$ cat src/rtl/pio_timer_pkg.sv
package pio_timer_pkg;
    localparam int CNT_W = 5;   // holds up to 17 clocks

    typedef enum logic [1:0] {PH_IDLE, PH_SETUP, PH_ACTIVE, PH_RECOV} phase_e;
    typedef enum logic [1:0] {OP_ADDR, OP_SETUP, OP_DATA, OP_CMD} regop_e;

    typedef struct packed {
        logic [CNT_W-1:0] setup;
        logic [CNT_W-1:0] active;
        logic [CNT_W-1:0] recov;
    } lens_t;
endpackage

$ cat src/rtl/pio_timing_regs.sv
module pio_timing_regs
    import pio_timer_pkg::*;
#(
    parameter int N_SETS = 3
) (
    input  logic       clk,
    input  logic       rst_n,
    input  logic       reg_we,
    input  logic [1:0] reg_op,
    input  logic [1:0] reg_drv,
    input  logic [7:0] reg_wdata,
    output logic [7:0] reg_rdata,
    input  logic [1:0] req_drv,
    output logic [7:0] sel_addr,
    output logic [7:0] sel_data,
    output logic [7:0] cmd_tim
);
    localparam int IDX_W = $clog2(N_SETS);

    typedef struct packed {
        logic [N_SETS-1:0][7:0] addr;
        logic [N_SETS-1:0][7:0] data;
        logic [7:0]             cmd;
    } regs_t;

    regs_t r_d, r_q;

    // drives 2 and 3 fold onto the shared secondary set
    function automatic logic [IDX_W-1:0] set_of(input logic [1:0] drv);
        return drv[1] ? IDX_W'(2) : IDX_W'(drv[0]);
    endfunction

    logic [IDX_W-1:0] wr_set, rq_set;

    always_comb begin
        wr_set = set_of(reg_drv);
        rq_set = set_of(req_drv);
        r_d    = r_q;
        if (reg_we) begin
            unique case (regop_e'(reg_op))
                OP_ADDR:  r_d.addr[wr_set]      = reg_wdata;
                OP_SETUP: r_d.addr[wr_set][7:6] = reg_wdata[7:6];
                OP_DATA:  r_d.data[wr_set]      = reg_wdata;
                OP_CMD:   r_d.cmd               = reg_wdata;
            endcase
        end
        unique case (regop_e'(reg_op))
            OP_DATA: reg_rdata = r_q.data[wr_set];
            OP_CMD:  reg_rdata = r_q.cmd;
            default: reg_rdata = r_q.addr[wr_set];
        endcase
        sel_addr = r_q.addr[rq_set];
        sel_data = r_q.data[rq_set];
        cmd_tim  = r_q.cmd;
    end

    always_ff @(posedge clk) begin
        if (!rst_n) r_q <= '0;
        else        r_q <= r_d;
    end
endmodule

$ cat src/rtl/pio_len_decode.sv
module pio_len_decode
    import pio_timer_pkg::*;
#(
    parameter int REV_W    = 2,
    parameter int FAST_REV = 2
) (
    input  logic [1:0]       setup_code,
    input  logic [7:0]       timing,
    input  logic             use_cmd,
    input  logic [REV_W-1:0] rev,
    output lens_t            lens
);
    function automatic logic [CNT_W-1:0] nib_len(input logic [3:0] n);
        return (n == 4'd0) ? CNT_W'(16) : CNT_W'(n);
    endfunction

    always_comb begin
        unique case (setup_code)
            2'b00:   lens.setup = CNT_W'(4);
            2'b10:   lens.setup = CNT_W'(3);
            2'b01:   lens.setup = CNT_W'(2);
            default: lens.setup = CNT_W'(5);
        endcase
        if (use_cmd) lens.setup = CNT_W'(4);

        lens.active = nib_len(timing[7:4]);
        if (lens.active == CNT_W'(1)) lens.active = CNT_W'(2);

        lens.recov = nib_len(timing[3:0]);
        if (lens.active > CNT_W'(3) && lens.recov == CNT_W'(1))
            lens.recov = CNT_W'(2);
        if (rev >= REV_W'(FAST_REV))
            lens.recov = lens.recov + CNT_W'(1);
    end
endmodule

$ cat src/rtl/pio_phase_seq.sv
module pio_phase_seq
    import pio_timer_pkg::*;
(
    input  logic  clk,
    input  logic  rst_n,
    input  logic  req,
    input  logic  req_write,
    input  lens_t lens,
    output logic  busy,
    output logic  rd_stb,
    output logic  wr_stb,
    output logic  done
);
    typedef struct packed {
        phase_e           phase;
        logic [CNT_W-1:0] cnt;
        logic [CNT_W-1:0] act;
        logic [CNT_W-1:0] rec;
        logic             write;
    } seq_t;

    seq_t s_d, s_q;

    always_comb begin
        s_d = s_q;
        unique case (s_q.phase)
            PH_IDLE: if (req) begin
                s_d.phase = PH_SETUP;
                s_d.cnt   = lens.setup - CNT_W'(1);
                s_d.act   = lens.active;
                s_d.rec   = lens.recov;
                s_d.write = req_write;
            end
            PH_SETUP: begin
                if (s_q.cnt == '0) begin
                    s_d.phase = PH_ACTIVE;
                    s_d.cnt   = s_q.act - CNT_W'(1);
                end else s_d.cnt = s_q.cnt - CNT_W'(1);
            end
            PH_ACTIVE: begin
                if (s_q.cnt == '0) begin
                    s_d.phase = PH_RECOV;
                    s_d.cnt   = s_q.rec - CNT_W'(1);
                end else s_d.cnt = s_q.cnt - CNT_W'(1);
            end
            PH_RECOV: begin
                if (s_q.cnt == '0) s_d.phase = PH_IDLE;
                else               s_d.cnt   = s_q.cnt - CNT_W'(1);
            end
        endcase
        busy   = (s_q.phase != PH_IDLE);
        rd_stb = (s_q.phase == PH_ACTIVE) && !s_q.write;
        wr_stb = (s_q.phase == PH_ACTIVE) &&  s_q.write;
        done   = (s_q.phase == PH_RECOV) && (s_q.cnt == '0);
    end

    always_ff @(posedge clk) begin
        if (!rst_n) s_q <= '{phase: PH_IDLE, default: '0};
        else        s_q <= s_d;
    end
endmodule

$ cat src/rtl/pio_strobe_timer.sv
module pio_strobe_timer
    import pio_timer_pkg::*;
#(
    parameter int REV_W    = 2,
    parameter int FAST_REV = 2
) (
    input  logic             clk,
    input  logic             rst_n,
    input  logic [REV_W-1:0] chip_rev,
    input  logic             reg_we,
    input  logic [1:0]       reg_op,
    input  logic [1:0]       reg_drv,
    input  logic [7:0]       reg_wdata,
    output logic [7:0]       reg_rdata,
    input  logic             req,
    input  logic [1:0]       req_drv,
    input  logic             req_write,
    input  logic             req_cmd,
    output logic             busy,
    output logic             rd_stb,
    output logic             wr_stb,
    output logic             done
);
    logic [7:0] sel_addr, sel_data, cmd_tim, timing;
    lens_t      lens;

    pio_timing_regs #(.N_SETS(3)) regs_i (
        .clk, .rst_n, .reg_we, .reg_op, .reg_drv, .reg_wdata, .reg_rdata,
        .req_drv, .sel_addr, .sel_data, .cmd_tim
    );

    assign timing = req_cmd ? cmd_tim : sel_data;

    pio_len_decode #(.REV_W(REV_W), .FAST_REV(FAST_REV)) dec_i (
        .setup_code(sel_addr[7:6]), .timing, .use_cmd(req_cmd),
        .rev(chip_rev), .lens
    );

    pio_phase_seq seq_i (
        .clk, .rst_n, .req, .req_write, .lens,
        .busy, .rd_stb, .wr_stb, .done
    );
endmodule

$ cat config.mk
export PLATFORM = sky130hd
export DESIGN_NAME = pio_strobe_timer
export DESIGN_NICKNAME = d
export VERILOG_FILES = /design/src/rtl/pio_timer_pkg.sv /design/src/rtl/pio_timing_regs.sv /design/src/rtl/pio_len_decode.sv /design/src/rtl/pio_phase_seq.sv /design/src/rtl/pio_strobe_timer.sv
export SDC_FILE = /design/constraint.sdc
export NUM_CORES = 1
export LEC_CHECK = 0
export BUFFER_PORTS_ARGS = -buffer_cell sky130_fd_sc_hd__buf_2
export CAP_MARGIN = 20
export CORE_AREA = 4 4 98 100
export CTS_BUF_LIST = sky130_fd_sc_hd__clkbuf_8
export DETAILED_ROUTE_END_ITERATION = 8
export DIE_AREA = 0 0 102 104
export PLACE_DENSITY = 0.78
export SYNTH_ARGS = -nofsm -noshare
export SYNTH_HDL_FRONTEND = slang
export SYNTH_SLANG_ARGS = --single-unit
$ cat constraint.sdc
create_clock -name clk -period 3.7 [get_ports clk]
set_input_delay 0.185 -clock clk [delete_from_list [all_inputs] [get_ports clk]]
set_output_delay 0.185 -clock clk [all_outputs]
set_load 0.02 [all_outputs]
==> results.txt, run 1 <==
CP Data Required Time -> 3.51 ns
worst hold slack -> 0.0599 ns
number of register bits inferred by synthesis -> 74
post-route non-filler standard cell count -> 646
total wire length -> 10100 um
type of element capturing the critical path -> output pin
largest driver fanout on the critical path -> 5
worst-case clock buffer depth -> 2
met2 routed wirelength -> 5040 um
area of the die -> 10600 um^2
number of primary I/O pins -> 34
leakage power total -> 0.00195 uW
synthesized netlist net count -> 549
total core area -> 8680 um^2
worst IR drop on VDD -> 0.249 mV
port buffer count -> 32
post-route fraction of the period consumed by the critical path -> 56.9%
result of the run -> complete, no violations
number of enable-type register cells in the synthesized netlist -> 0
antenna violations before repair -> 0
count of yosys warnings during synthesis -> 0
Synth-to-Final Area Change -> 9.58%
wire length of the first global-routing pass -> 16500 um
power density cells -> 489 nW/um^2
vias in the first global route -> 3513
Slew @ Worst Pin -> 0.698 ns
DR iter-0 viols -> 236
mean post-synth cell area -> 8.54 um^2
setup repair after global routing missed its margin -> false
number of fillers in the final layout -> 789
top routing layer in use -> met4
number of placement rows -> 34
count of instances resized after the clock tree is built -> 0
CTS clk-pin slew, worst paths -> 0.09 ns
drt via density -> 5.70
initial standard-cell utilization of the core -> 50.6%
top achievable clock speed -> 0.475 GHz
time the final worst path needs with I/O delays and setup -> 2.11 ns
netlist area before placement -> 4390 um^2
Post-Route M1 WL -> 4480 um
Total Negative Setup Slacks -> 0 ns
arrival time of data at the critical path endpoint -> 1.92 ns
height of the die -> 104 um
detailed placer's ending HPWL -> 7050 um
normalized max-slew margin -> 53.2%
post-synthesis async set-or-reset flop share -> 0%
startpoint kind of the worst setup timing path -> flop
vias after detailed routing -> 3681
gp weighted congestion -> 0.918
number of buffers inserted by post-CTS setup repair -> 0
clock buffers created by TritonCTS -> 9
ys flop type -> dfxtp_1
met3 WL post-DR -> 447 um
final antenna diode count -> 0
H-Tree Level Count -> 3
portion of the post-synthesis area used by sequential elements -> 33.8%
largest net degree at the start of global routing -> 77
Detail Route Antenna Nets -> 0
TritonRoute pass-1 iters -> 5
fraction of final layout cells with drive strength greater than 1 -> 12.8%
number of instances in the synthesized netlist -> 514
Chip Width -> 102 um
clock tree from TritonCTS -> done
clk_skew -> 0.00558 ns
number of hold buffers added after cts -> 0
number of max-cap violations -> 0
Fin. Hold Viols -> 0
area taken by flip-flops and latches -> 1480 um^2
cell total after placement -> 629
count of nets after finishing -> 568
cell chosen for the clock root -> clkbuf_8
Sinks on Clock Net -> 74
max-slew violation count -> 0
GRT Overall Usage -> 19.2%
Hold/Removal Path Class -> input port to flop
routed len/inst -> 15.6 um
combined area of the multi-input logic cells -> 2730 um^2
count of unique library cells instantiated by Yosys -> 50
type of the worst setup path -> flop to output pin
total DRC errors in the routed layout -> 0
clock insertion delay at the later pin of the skew report -> 0.36 ns
sum of overflow across all layers after global routing -> 0
final count of negative-setup-slack endpoints -> 0
[layout by cell type (no fill, tap or decap), types with 2 or more instances in the layout]
cell,Yosys,final
a32oi_1,2,2
nor2b_1,53,53
o221ai_1,4,4
a21boi_0,10,10
inv_6,0,3
o311ai_1,2,2
ha_1,13,13
nand3_1,4,4
a22oi_1,5,5
inv_8,0,3
nor3_1,7,7
nor2_1,31,31
nand2_1,60,60
o21ai_0,31,31
buf_2,6,32
mux2_2,6,6
a21oi_1,25,25
and3_1,2,2
o22ai_1,6,6
nand3b_1,3,3
nor3b_1,2,2
nand4_1,6,6
clkbuf_8,0,9
mux2i_1,71,71
o211ai_1,5,5
mux2_4,2,2
inv_1,18,18
or3b_2,2,2
or3_2,2,2
nor3_2,2,2
and2_1,4,4
o211a_1,5,5
xnor2_1,4,4
dfxtp_1,74,74
a31oi_1,2,2
nand2b_1,8,8
xor2_1,5,5
[layout make-up]
| cell class | count | area share [%] |
|---|---|---|
| multi-input combinational | 397 | 56.8 |
| sequential | 74 | 30.8 |
| timing repair buffer | 33 | 3.75 |
| tap | 108 | 2.81 |
| clock buffer | 9 | 2.58 |
| clock inverter | 7 | 1.87 |
| inverter | 18 | 1.41 |
[state kept, by name (all words and copies together) (netlist names), named ones only]
signal,count
regs_i.cmd_tim,8
seq_i.s_q,18
regs_i.r_q,42
[power breakdown]
part	switching [uW]	internal, uW
Clock	354	333
Sequential	57.0	860
Combinational	446	301
Total	857	1490
[metal layers]
metal	track usage (%)	vias up
met5	0	-
met4	5.53	0
met3	3.55	17
met2	33.2	90
met1	23.8	1740
li1	-	1834
[worst paths after layout]
kind	startpoint	to	slack [ns]	depth (start not counted)
worst min-delay path	req_write	seq_i.s_q[0]$_SDFFE_PN0P_	0.06	3
worst min register to register	regs_i.r_q[27]$_SDFFE_PN0P_	regs_i.r_q[27]$_SDFFE_PN0P_	0.48	2
worst max-delay path	seq_i.s_q[11]$_SDFFE_PN0P_	done	1.59	6
worst max register to register	seq_i.s_q[11]$_SDFFE_PN0P_	seq_i.s_q[11]$_SDFFE_PN0P_	1.66	8
[Yosys cell counts (2+ instances only)]
master / instances / area share [%]
a21oi_1: 25 / 2.9
mux2_2: 6 / 1.5
nor3b_1: 2 / 0.34
o22ai_1: 6 / 0.86
nand4_1: 6 / 0.86
nand2b_1: 8 / 1.1
ha_1: 13 / 3.7
nand3b_1: 3 / 0.51
or3b_2: 2 / 0.40
o311ai_1: 2 / 0.40
nor2_1: 31 / 2.7
xor2_1: 5 / 1.0
xnor2_1: 4 / 0.80
a32oi_1: 2 / 0.40
nand2_1: 60 / 5.1
mux2_4: 2 / 0.68
and2_1: 4 / 0.57
nor3_2: 2 / 0.46
mux2i_1: 71 / 16
nor2b_1: 53 / 7.6
o221ai_1: 4 / 0.80
buf_2: 6 / 0.68
a21boi_0: 10 / 1.7
a22oi_1: 5 / 0.86
a31oi_1: 2 / 0.29
inv_1: 18 / 1.5
o211a_1: 5 / 1.1
or3_2: 2 / 0.34
buf_1: 2 / 0.17
nand3_1: 4 / 0.46
dfxtp_1: 74 / 34
nor3_1: 7 / 0.80
o21ai_0: 31 / 3.5
clkbuf_1: 16 / 1.4
and3_1: 2 / 0.29
o211ai_1: 5 / 0.86
[critical path: stages (launching register included)]
cell	delay, ns
dfxtp_1	0.33
inv_1	0.07
ha_1	0.23
nor4b_2	0.45
nand2_1	0.23
inv_1	0.09
buf_2	0.16
[through the flow]
| stage | cell area [um^2] | util [%] | setup WS [ns] | power [uW] |
|---|---|---|---|---|
| floorplan | 4390 | - | 2.00 | 1490 |
| CTS | 4790 | 55.2 | 1.57 | 2350 |
| finish | 4810 | 55.4 | 1.59 | 2350 |
| detailed placement | 4570 | 52.7 | 1.57 | 1670 |
| global route | 4810 | 55.4 | 1.44 | 2490 |
| global placement | 4570 | 52.7 | 1.65 | 1650 |
[kinds of logic (layout without fill, tap and decap cells)]
group	after synthesis	in the layout	synth area share (%)
buffers and inverters	43	67	4.02
AO/OA/AOI/OAI	101	101	14.5
XOR/XNOR	9	9	1.80
AND/OR/NAND/NOR	195	195	23.8
multiplexers	79	79	18.4
flip-flops	74	74	33.8
adder cells (fa/ha/maj)	13	13	3.71
Power figures use the tool's default switching activity.
==> inputs of run 2 (changes only) <==
- clock period: 3.7 -> 1.99 ns (I/O delays scaled with it)
==> run 2 against run 1 <==
Compared with the run above:
- non-clock buffer count rose by 12
- register-to-register slack worse by 1.5 ns
- total power is 87% higher
- global-route usage is 0.46 points higher
- first-iteration DRC count fell by 18%
- via count is 1.2% lower
- design area is 1.8% higher
- wire length up 1.3%
- worst hold slack better by 0.0026 ns
- largest cell class unchanged
- largest power group unchanged
==> results.txt, run 2 (synthesis results as in run 1) <==
result of the run -> complete, no violations
antenna violations before repair -> 0
Slew @ Worst Pin -> 0.604 ns
max-slew violation count -> 0
Sinks on Clock Net -> 74
count of nets after finishing -> 580
wire length of the first global-routing pass -> 17100 um
startpoint kind of the worst setup timing path -> flop
cell chosen for the clock root -> clkbuf_8
vias after detailed routing -> 3637
terminating pin of the worst hold path -> regs_i.r_q[25]$_SDFFE_PN0P_
GRT Overall Usage -> 19.6%
clock buffers created by TritonCTS -> 9
number of placement rows -> 34
worst reg-to-reg setup slack -> 0.16 ns
drt via density -> 5.53
H-Tree Level Count -> 3
total DRC errors in the routed layout -> 0
gp weighted congestion -> 0.905
Detail Route Antenna Nets -> 0
crit path from -> seq_i.s_q[11]$_SDFFE_PN0P_
power density cells -> 900 nW/um^2
sum of overflow across all layers after global routing -> 0
CTS clk-pin slew, worst paths -> 0.09 ns
total wire length -> 10200 um
normalized max-slew margin -> 59.4%
Power, Total -> 4410 uW
number of max-cap violations -> 0
time the final worst path needs with I/O delays and setup -> 1.83 ns
CP Data Required Time -> 2.24 ns
net switching power -> 1570 uW
clock tree from TritonCTS -> done
number of fillers in the final layout -> 815
cell-internal power -> 2830 uW
depth of the most critical reg-to-reg path -> 8
top achievable clock speed -> 0.547 GHz
Hold Path Depth -> 3
arrival time of data at the critical path endpoint -> 2.08 ns
Hold/Removal Path Class -> input port to flop
max reg flops -> 42
initial standard-cell utilization of the core -> 50.6%
launch instance of the worst min-delay path -> reg_wdata[1]
height of the die -> 104 um
leading cell types in the layout, fill and taps excluded -> 74 x dfxtp_1, 71 x mux2i_1, 60 x nand2_1
endpoint of the worst register-to-register path -> seq_i.s_q[11]$_SDFFE_PN0P_
largest net degree at the start of global routing -> 66
Fin. Hold Viols -> 0
worst IR drop on VDD -> 0.524 mV
type of the worst setup path -> flop to flop
vias in the first global route -> 3651
worst-case clock buffer depth -> 2
routed len/inst -> 15.5 um
Chip Width -> 102 um
power share of the sequential group -> 38.8%
post-route fraction of the period consumed by the critical path -> 91.8%
detailed placer's ending HPWL -> 7380 um
Worst R2R Start -> seq_i.s_q[11]$_SDFFE_PN0P_
Switching Share -> 35.7%
clock insertion delay at the later pin of the skew report -> 0.36 ns
Synth-to-Final Area Change -> 11.5%
leading cell type in the layout, fill and taps excluded -> dfxtp_1
TritonRoute pass-1 iters -> 4
port buffer count -> 32
leakage power total -> 0.00200 uW
Total Negative Setup Slacks -> 0 ns
final count of negative-setup-slack endpoints -> 0
DR iter-0 viols -> 193
total core area -> 8680 um^2
largest driver fanout on the critical path -> 4
number of primary I/O pins -> 34
Comb power frac -> 33.1%
clk_skew -> 0.00652 ns
register bank with the most flops -> regs_i.r_q
final antenna diode count -> 0
fraction of power consumed by the clock network -> 28.1%
setup repair after global routing missed its margin -> false
fraction of final layout cells with drive strength greater than 1 -> 14.5%
Post-Place Setup Slack -> 0.0745 ns
type of element capturing the critical path -> flop
worst setup margin -> 0.162 ns
area of the die -> 10600 um^2
number of buffers inserted by post-CTS setup repair -> 0
run 2: layer usage:
metal	vias up	share of wire [%]	track usage [%]
met5	-	0	0
met4	0	1.1	5.62
met3	9	3.4	3.96
met2	64	51	33.8
met1	1709	45	24.4
li1	1855	-	-
run 2: worst max path at each step:
stage | slack [ns] | cells after the start | end
2_1_floorplan | 0.30 | 8 | seq_i.s_q[11]$_SDFFE_PN0P_
3_3_place_gp | 0.12 | 10 | seq_i.s_q[1]$_SDFFE_PN0P_
3_5_place_dp | 0.07 | 10 | seq_i.s_q[1]$_SDFFE_PN0P_
4_1_cts | 0.14 | 8 | seq_i.s_q[11]$_SDFFE_PN0P_
5_1_grt | 0.01 | 8 | seq_i.s_q[11]$_SDFFE_PN0P_
6_report | 0.16 | 8 | seq_i.s_q[11]$_SDFFE_PN0P_
run 2: cell type report:
| cell class | instances | area [um^2] | share of cell area, % |
|---|---|---|---|
| Clock inverter | 7 | 86.3 | 1.76 |
| Multi-Input combinational cell | 397 | 2740 | 56.0 |
| Clock buffer | 9 | 124 | 2.53 |
| Sequential cell | 74 | 1480 | 30.3 |
| Timing Repair Buffer | 45 | 260 | 5.32 |
| Tap cell | 108 | 135 | 2.76 |
| Inverter | 18 | 67.6 | 1.38 |
run 2: per-stage QoR:
step	instance area [um^2]	instances	hold WS, ns	util, %
after global routing	4890	658	0.0660	56.4
final	4890	658	0.0625	56.4
after CTS	4880	658	0.0546	56.3
after global placement	4660	641	0.350	53.7
after floorplan	4390	514	0.244	-
after detailed placement	4660	641	0.365	53.7
run 2: critical path: stages, from the launching register on:
cell	delay, ns
dfxtp_1	0.33
inv_1	0.07
ha_1	0.24
nor4b_4	0.28
a21oi_1	0.07
nor2_1	0.21
a2bb2oi_1	0.22
o22ai_1	0.11
o211a_1	0.21
run 2: power by group through the flow:
stage          clock [uW]  combinational (uW)  sequential (uW)
6_report             1240                1460             1710
5_1_grt              1330                1610             1720
4_1_cts              1250                1440             1700
3_5_place_dp            0                1430             1740
3_3_place_gp            0                1390             1730
2_1_floorplan           0                1070             1710
run 2: timing repair:
action / in CTS / in global routing
resized for setup: 0 / 1
endpoints found under the hold margin: 1 / 0
hold buffers: 1 / 0
setup endpoints to repair: 0 / 3
==> inputs of run 3 (changes only) <==
==> constraint.sdc (replaced) <==
create_clock -name clk -period 1.99 [get_ports clk]
set_input_delay 0.2985 -clock clk [delete_from_list [all_inputs] [get_ports clk]]
set_output_delay 0.2985 -clock clk [all_outputs]
set_load 0.02 [all_outputs]
==> run 3 against run 2 <==
Compared with the run above:
- utilization rose by 1.5 points
- die area unchanged
- worst hold slack gained 0.12 ns
- fmax down 4.2%
- clock skew rose by 0.0029 ns
- wire length rose by 4.2%
- critical path depth up 1
- design area grew 2.6%
- first-iteration DRC count is 37% higher
- global-route usage increased by 1.0 points
- via count rose by 4.7%
- total power up 2.5%
==> results.txt, run 3 (synthesis results as in run 1) <==
crit path from -> seq_i.s_q[11]$_SDFFE_PN0P_
total DRC errors in the routed layout -> 0
vias in the first global route -> 3808
leading cell types in the layout, fill and taps excluded -> 72 x dfxtp_1, 71 x mux2i_1, 59 x nand2_1
number of fillers in the final layout -> 776
CP Data Required Time -> 2.24 ns
launch instance of the worst min-delay path -> req_write
startpoint kind of the worst setup timing path -> flop
clk_skew -> 0.00946 ns
leakage power total -> 0.00207 uW
GRT Overall Usage -> 20.6%
CTS clk-pin slew, worst paths -> 0.09 ns
H-Tree Level Count -> 3
Power, Total -> 4510 uW
gp weighted congestion -> 0.917
arrival time of data at the critical path endpoint -> 2.16 ns
clock insertion delay at the later pin of the skew report -> 0.36 ns
antenna violations before repair -> 0
Fin. Hold Viols -> 0
Post-Place Setup Slack -> -0.0497 ns
area of the die -> 10600 um^2
clock buffers created by TritonCTS -> 9
Sinks on Clock Net -> 74
post-route non-filler standard cell count -> 669
Worst R2R Start -> seq_i.s_q[11]$_SDFFE_PN0P_
number of primary I/O pins -> 34
power density cells -> 899 nW/um^2
sum of overflow across all layers after global routing -> 0
total core area -> 8680 um^2
Slew @ Worst Pin -> 0.561 ns
cell chosen for the clock root -> clkbuf_8
final count of negative-setup-slack endpoints -> 0
final antenna diode count -> 0
max-slew violation count -> 0
height of the die -> 104 um
detailed placer's ending HPWL -> 7650 um
normalized max-slew margin -> 62.6%
initial standard-cell utilization of the core -> 50.6%
TritonRoute pass-1 iters -> 4
largest net degree at the start of global routing -> 46
Hold/Removal Path Class -> input port to flop
number of max-cap violations -> 0
vias after detailed routing -> 3808
cell total after placement -> 652
leading cell type in the layout, fill and taps excluded -> dfxtp_1
Chip Width -> 102 um
count of nets after finishing -> 591
drt via density -> 5.69
routed len/inst -> 15.9 um
number of placement rows -> 34
clock tree from TritonCTS -> done
type of element capturing the critical path -> flop
top achievable clock speed -> 0.524 GHz
wire length of the first global-routing pass -> 17800 um
worst IR drop on VDD -> 0.449 mV
result of the run -> complete, no violations
total wire length -> 10700 um
worst-case clock buffer depth -> 2
Detail Route Antenna Nets -> 0
fraction of final layout cells with drive strength greater than 1 -> 17.6%
final core utilization -> 57.8%
DR iter-0 viols -> 264
largest driver fanout on the critical path -> 4
type of the worst setup path -> flop to flop
Synth-to-Final Area Change -> 14.4%
register bank with the most flops -> regs_i.r_q
post-route fraction of the period consumed by the critical path -> 95.9%
max reg flops -> 42
time the final worst path needs with I/O delays and setup -> 1.91 ns
worst setup margin -> 0.0813 ns
port buffer count -> 32
number of hold buffers added after cts -> 0
## run 3: changes by cell type in the layout (fill, tap and decap cells not counted), sizes merged
cell / previous run / this run
dlygate4sd3: 1 / 0
clkinv: 2 / 1
clkbuf: 9 / 10
buf: 44 / 55
inv: 21 / 22
## run 3: per-stage QoR
| stage | hold WS, ns | area, um^2 | TNS (ns) |
|---|---|---|---|
| final | 0.186 | 5020 | 0 |
| after global routing | 0.194 | 5020 | -0.0615 |
| after CTS | 0.179 | 5000 | 0 |
| after detailed placement | 0.474 | 4770 | -0.0504 |
| after global placement | 0.461 | 4770 | 0 |
| after floorplan | 0.443 | 4390 | 0 |
## run 3: critical path, stage by stage, from the launching register on
cell and delay (ns):
dfxtp_1 0.33, inv_1 0.08, ha_2 0.22, nor4b_4 0.27, buf_4 0.18, a21oi_1 0.05
nor2_2 0.17, a2bb2oi_1 0.20, o22ai_1 0.11, o211a_1 0.21
## run 3: layout make-up
type                    count  area, um^2  share of cell area [%]
flip-flops and latches     74        1480                    29.6
clock buffers               9         124                    2.47
well taps                 108         135                    2.69
multi-input cells         397        2760                    54.9
inverters                  18        67.6                    1.35
clock inverters             7        83.8                    1.67
repair buffers             56         368                    7.33
## run 3: routing by layer
| layer | part of all wire [%] | vias to the layer above | routed length, um | track usage [%] |
|---|---|---|---|---|
| li1 | - | 1882 | - | - |
| met4 | 2.1 | 0 | 225 | 8.25 |
| met5 | 0 | - | 0 | 0 |
| met2 | 50 | 77 | 5310 | 33.3 |
| met1 | 44 | 1826 | 4710 | 25.9 |
| met3 | 3.8 | 23 | 409 | 5.30 |
## run 3: path summary, 6_finish.rpt
check / cells past startpoint / slack (ns) / to
max: 9 / 0.08 / seq_i.s_q[11]$_SDFFE_PN0P_
min: 3 / 0.19 / seq_i.s_q[0]$_SDFFE_PN0P_
max reg2reg: 9 / 0.08 / seq_i.s_q[11]$_SDFFE_PN0P_
min reg2reg: 2 / 0.49 / seq_i.s_q[0]$_SDFFE_PN0P_
## run 3: where the power goes
| group | switching, uW | internal, uW | leakage, uW |
|---|---|---|---|
| registers | 114 | 1600 | 0.000602 |
| logic | 882 | 676 | 0.00136 |
| clock network | 640 | 603 | 0.000103 |
## run 3: repair_timing
action	4_1_cts	5_1_grt
endpoints found under the setup margin	2	8
cloned	0	0
resized for setup	2	11
pin swaps	0	1
buffers inserted	1	0
